==> src/rtl/hcall_pkg.sv <==
package hcall_pkg;

    localparam int IMM_W = 16;
    localparam int EC_W  = 6;
    localparam int HALF_W = IMM_W;
    localparam int WORD_W = 2 * HALF_W;
    localparam logic [EC_W-1:0] EC_HCALL = 6'h12;

    typedef enum logic [1:0] {
        LVL_USER = 2'd0,
        LVL_KERN = 2'd1,
        LVL_HYP  = 2'd2,
        LVL_MON  = 2'd3
    } lvl_e;

    typedef enum logic [1:0] {
        ST_QUIET = 2'd0,
        ST_UNDEF = 2'd1,
        ST_NOP   = 2'd2,
        ST_CALL  = 2'd3
    } out_st_e;

    typedef struct packed {
        logic             hit;
        logic             unpred;
        logic [IMM_W-1:0] imm;
    } dec_t;

endpackage

==> src/rtl/hcall_match.sv <==
module hcall_match
    import hcall_pkg::*;
(
    input  logic [WORD_W-1:0] word,
    input  logic              compact,
    input  logic              cond_blk,
    output dec_t              dec
);

    logic             fx_hit, fx_unp, cp_hit;
    logic [IMM_W-1:0] fx_imm, cp_imm;

    always_comb begin
        // fixed encoding: cond field on top, opcode bytes split around imm12
        fx_hit = (word[31:28] != 4'hF) && (word[27:20] == 8'h14) && (word[7:4] == 4'h7);
        fx_unp = (word[31:28] != 4'hE);
        fx_imm = {word[19:8], word[3:0]};
        // compressed pair: first halfword in the upper half
        cp_hit = (word[31:20] == 12'hF7E) && (word[15:12] == 4'h8);
        cp_imm = {word[19:16], word[11:0]};
    end

    always_comb begin
        if (compact) begin
            dec.hit    = cp_hit;
            dec.unpred = cond_blk;
            dec.imm    = cp_imm;
        end else begin
            dec.hit    = fx_hit;
            dec.unpred = fx_unp;
            dec.imm    = fx_imm;
        end
    end

endmodule

==> src/rtl/hcall_gate.sv <==
module hcall_gate
    import hcall_pkg::*;
#(
    parameter bit CONSTR_AS_NOP = 1'b0
) (
    input  lvl_e    lvl,
    input  logic    hyp_live,
    input  logic    mon_present,
    input  logic    mon_narrow,
    input  logic    mon_call_en,
    input  logic    hyp_call_dis,
    output out_st_e verdict
);

    localparam out_st_e CONSTR_RES = CONSTR_AS_NOP ? ST_NOP : ST_UNDEF;

    logic bad_level;
    logic call_en;
    logic constr;

    always_comb begin
        bad_level = (lvl == LVL_USER) || (lvl == LVL_MON) || !hyp_live;
        call_en   = mon_present ? mon_call_en : !hyp_call_dis;
        constr    = mon_present && mon_narrow && !mon_call_en && (lvl == LVL_HYP);
    end

    always_comb begin
        if (bad_level)
            verdict = ST_UNDEF;
        else if (constr)
            verdict = CONSTR_RES;
        else if (!call_en)
            verdict = ST_UNDEF;
        else
            verdict = ST_CALL;
    end

endmodule

==> src/rtl/hcall_trap_unit.sv <==
module hcall_trap_unit
    import hcall_pkg::*;
#(
    parameter bit ENC_AS_NOP    = 1'b0,
    parameter bit CONSTR_AS_NOP = 1'b0
) (
    input  logic        clk,
    input  logic        rst_n,
    input  logic        in_valid,
    input  logic [31:0] in_word,
    input  logic        enc_compact,
    input  logic        in_cond_blk,
    input  logic [1:0]  cur_lvl,
    input  logic        hyp_live,
    input  logic        mon_present,
    input  logic        mon_narrow,
    input  logic        mon_call_en,
    input  logic        hyp_call_dis,
    output logic        undef_o,
    output logic        nop_o,
    output logic        take_o,
    output logic [5:0]  syn_ec,
    output logic [15:0] syn_imm
);

    localparam out_st_e ENC_RES = ENC_AS_NOP ? ST_NOP : ST_UNDEF;

    dec_t    dec;
    out_st_e verdict;
    out_st_e state_q, state_d;
    logic [EC_W-1:0]  ec_q;
    logic [IMM_W-1:0] imm_q;

    hcall_match u_match (
        .word     (in_word),
        .compact  (enc_compact),
        .cond_blk (in_cond_blk),
        .dec      (dec)
    );

    hcall_gate #(
        .CONSTR_AS_NOP (CONSTR_AS_NOP)
    ) u_gate (
        .lvl          (lvl_e'(cur_lvl)),
        .hyp_live     (hyp_live),
        .mon_present  (mon_present),
        .mon_narrow   (mon_narrow),
        .mon_call_en  (mon_call_en),
        .hyp_call_dis (hyp_call_dis),
        .verdict      (verdict)
    );

    // next outcome: encoding check precedes privilege gate
    always_comb begin
        if (!in_valid || !dec.hit)
            state_d = ST_QUIET;
        else if (dec.unpred)
            state_d = ENC_RES;
        else
            state_d = verdict;
    end

    // state register and syndrome
    always_ff @(posedge clk) begin
        if (!rst_n) begin
            state_q <= ST_QUIET;
            ec_q    <= '0;
            imm_q   <= '0;
        end else begin
            state_q <= state_d;
            if (state_d == ST_CALL) begin
                ec_q  <= EC_HCALL;
                imm_q <= dec.imm;
            end
        end
    end

    // outputs from state
    always_comb begin
        undef_o = 1'b0;
        nop_o   = 1'b0;
        take_o  = 1'b0;
        unique case (state_q)
            ST_QUIET: ;
            ST_UNDEF: undef_o = 1'b1;
            ST_NOP:   nop_o   = 1'b1;
            ST_CALL:  take_o  = 1'b1;
        endcase
    end

    assign syn_ec  = ec_q;
    assign syn_imm = imm_q;

endmodule

==> config.mk <==
export PLATFORM = sky130hd
export DESIGN_NAME = hcall_trap_unit
export DESIGN_NICKNAME = d
export VERILOG_FILES = /design/src/rtl/hcall_pkg.sv /design/src/rtl/hcall_match.sv /design/src/rtl/hcall_gate.sv /design/src/rtl/hcall_trap_unit.sv
export SDC_FILE = /design/constraint.sdc
export NUM_CORES = 1
export LEC_CHECK = 0
export BUFFER_PORTS_ARGS = -buffer_cell sky130_fd_sc_hd__buf_2
export CELL_PAD_IN_SITES_DETAIL_PLACEMENT = 1
export CELL_PAD_IN_SITES_GLOBAL_PLACEMENT = 2
export CORE_ASPECT_RATIO = 1.2
export CORE_MARGIN = 3
export CORE_UTILIZATION = 23
export DETAILED_ROUTE_END_ITERATION = 8
export HOLD_SLACK_MARGIN = 0.15
export PLACE_DENSITY_LB_ADDON = 0.1
export RECOVER_POWER = 25
export SLEW_MARGIN = 20
export SYNTH_ARGS = -nofsm -noshare
export SYNTH_HDL_FRONTEND = slang
export SYNTH_SLANG_ARGS = --single-unit
==> constraint.sdc <==
create_clock -name clk -period 3.5 [get_ports clk]
set_clock_uncertainty 0.2 [all_clocks]
set_input_delay 0 -clock clk [delete_from_list [all_inputs] [get_ports clk]]
set_output_delay 0 -clock clk [all_outputs]
set_load 0.05 [all_outputs]
==> summary.md <==
| Metric | Value |
|---|---|
| Status | completed |
| Complex-gate fraction of the synthesized area | 17.0% |
| GRT Total Usage | 14.2% |
| Sum Neg Setup Slack | 0 ps |
| Initial DRT Pass Iterations | 3 |
| Register bit count reported by yosys | 19 |
| Max Freq | 0.356 GHz |
| Hold_ws | 211 ps |
| First-pass GRT wire length | 5730 um |
| Area grow syn2layout | 69.5% |
| Synth Area in XOR/XNOR | 0.862% |
| Share of cells above drive strength 1 | 29.7% |
| Peak supply drop | 0.000103 V |
| DRT antenna net count | 0 |
| Maxcap violations | 0 |
| IO Pins | 69 |
| Critical Path Slowest Stage Cell | mux2i_1 |
| 1st-iter DRT viols | 31 |
| Fraction of the mapped netlist area in simple logic gates | 24.8% |
| Dpl cells | 224 |
| Hold crit path type | in2reg |
| Dpl hpwl | 2530 um |
| Wire per inst | 13.8 um |
| Critical path peak fanout | 9 |
| Synth Area in Adders | 0% |
| Final period util | 80.3% |
| Worst setup SP type | input pin |
| Slew @ Worst Pin | 899 ps |
| Critical Path Max Stage Delay | 710 ps |
| Leakage Power | 0.731 nW |
| Delay-heaviest family, CP | buffers and inverters |
| Pins over their slew limit | 0 |
| Post-route DRC | 0 |
| Initial Utilization | 24.8% |
| Cells after Synth | 115 |
| Root buf cell | clkbuf_8 |
| Vias in the first global route | 1,210 |
| Worst setup EP type | flop |
| Via count | 1,219 |
| Final min period | 2810 ps |
| Nets | 254 |
| Core Region | 4100 um2 |
| Worst Setup Path Type | in2reg |
| Height of the die | 78.8 um |
| Synth Warn # | 0 |
| Relative slew slack | 38.4% |
| Largest net degree at the start of global routing | 26 |
| Final hold vios | 0 |
| Row cnt | 25 |
| Die width | 66.7 um |
| Power per cell area | 264 nW/um2 |
| Critical Path Start | in_word[13] |
| Synth Cell Area | 1020 um2 |
| Antenna diode count | 0 |
| TritonCTS clock tree | yes |
| Post-place setup slack | 1530 ps |
| Mux share of post-synthesis cell area | 11.3% |
| Largest family of logic cells by synthesized area | simple AND/OR/NAND/NOR gates |
| Final wirelength | 3630 um |
| CTS clk-pin slew, worst paths | 70 ps |
| Post-synthesis sequential area ratio | 37.4% |
| Setup-failing EPs final | 0 |
| RSZ-0062 raised after global routing | false |
| Final RePlAce weighted congestion | 0.712 |
| Post-CTS Setup Repair Bufs | 0 |
| Crit-path cells | dlygate4sd3_1 -> buf_2 -> nor4bb_1 -> nand4_1 -> mux2i_1 -> nand4_1 -> dlygate4sd3_1 -> a21oi_1 |
| Die area | 5250 um2 |
| Input/output buffers | 63 |
| Clock latency on the worst-skew pair | 260 ps |
| Clock buffer depth | 2 |
| Clock sink total | 19 |
| Hold wc startpoint | hyp_live |
| CTS Buf Count | 3 |
| Post-Syn Area per Cell | 8.83 um2 |
| GRT overflow | 0 |
| R2r startpoint | syn_imm[14]$_SDFFE_PN0N_ |
| Critical path data required time | 3490 ps |
| Netlist cell types | 27 |
| Crit path buffers/inverters | 3 |
| Final worst slack | 691 ps |
| Worst EP arrival | 2790 ps |
| H-tree depth | 1 |
| Vias per Instance | 4.63 |
| Final std cells w/o fill | 263 |
| Initial antenna violation count | 0 |
[power breakdown]
group	leakage [nW]	internal (mW)	total, mW	switching (mW)
clock	0.0255	0.0792	0.155	0.0757
sequential	0.153	0.216	0.216	0.000000568
combinational	0.552	0.0475	0.0839	0.0364
[routing by layer]
layer,GRT usage [%],routed length (um),up-vias,share of wire [%]
li1,-,-,603,-
met1,14.8,1400,568,39
met2,28.1,1980,44,55
met3,1.13,194,4,5.3
met4,5.49,53,0,1.5
met5,0,0,-,0
[registers in the layout (all words and copies together), names as in the netlist]
signal / count
syn_imm: 16
state_q: 2
syn_ec: 1
[cell type report]
class	count	area [um2]
clock buffers	3	41.3
clock inverters	1	5.00
fillers	507	2380
inverters	1	3.75
multi-input cells	86	563
flip-flops and latches	19	380
well taps	54	67.6
repair buffers	99	661
[worst paths after layout]
path,end,slack (ps),cells past startpoint
worst max-delay path,syn_imm[2]$_SDFFE_PN0N_,690,8
worst min-delay path,state_q[1]$_SDFF_PN0_,210,4
worst max register to register,syn_imm[14]$_SDFFE_PN0N_,2660,2
worst min register to register,syn_imm[10]$_SDFFE_PN0N_,270,2
[stage by stage]
| step | total power, mW | cell area, um2 | utilization, % |
|---|---|---|---|
| 5_1_grt | 0.478 | 1720 | 42.0 |
| 4_1_cts | 0.460 | 1730 | 42.3 |
| 2_1_floorplan | 0.253 | 1030 | - |
| 3_3_place_gp | 0.278 | 1340 | 32.6 |
| 6_report | 0.455 | 1720 | 42.0 |
| 3_5_place_dp | 0.279 | 1340 | 32.6 |
[worst min-delay path: cells and delay by family]
kind,cells,cell delay [ps]
buf+inv,1,90
simple gates,3,520
[synth_stat cells]
| master | number | area share (%) |
|---|---|---|
| a21oi_1 | 16 | 7.9 |
| and2_1 | 2 | 1.2 |
| and3_1 | 1 | 0.62 |
| and3b_1 | 2 | 1.7 |
| buf_1 | 1 | 0.37 |
| buf_2 | 1 | 0.49 |
| buf_4 | 5 | 3.7 |
| buf_6 | 2 | 2.2 |
| clkbuf_1 | 3 | 1.1 |
| conb_1 | 1 | 0.37 |
| dfxtp_1 | 19 | 37 |
| inv_1 | 1 | 0.37 |
| mux2_4 | 1 | 1.5 |
| mux2i_1 | 10 | 9.9 |
| nand2_1 | 2 | 0.74 |
| nand4_1 | 11 | 6.8 |
| nand4b_1 | 3 | 2.6 |
| nor2_1 | 1 | 0.37 |
| nor2_4 | 1 | 1.1 |
| nor2b_1 | 2 | 1.2 |
| nor3b_2 | 1 | 1.2 |
| nor4_2 | 1 | 1.2 |
| nor4bb_1 | 1 | 0.99 |
| o21a_1 | 1 | 0.74 |
| o21ai_0 | 17 | 8.4 |
| or3_1 | 8 | 4.9 |
| xor2_1 | 1 | 0.86 |
[cells by family after synthesis]
group | after synthesis
AOI/OAI and AO/OA | 34
xor gates and xnor gates | 1
buffers and inverters | 13
DFF | 19
muxes | 11
other | 1
and+or+nand+nor | 36
[placed cells by master, fill, tap and decap left out, types with 2 or more instances in the layout]
cell,n
a21oi_1,16
and2_1,2
and3b_1,2
buf_2,53
clkbuf_1,10
clkbuf_8,3
conb_1,4
dfxtp_1,19
dlygate4sd3_1,35
mux2i_1,10
nand2_1,2
nand4_1,11
nand4b_1,3
nor2b_1,2
o21ai_0,17
or3_1,8
[timing repair]
action	4_1_cts	5_1_grt
endpoints found under the hold margin	19	0
hold buffers	35	0
resized for setup	0	0
No activity file was read; power rests on OpenSTA's default activity.
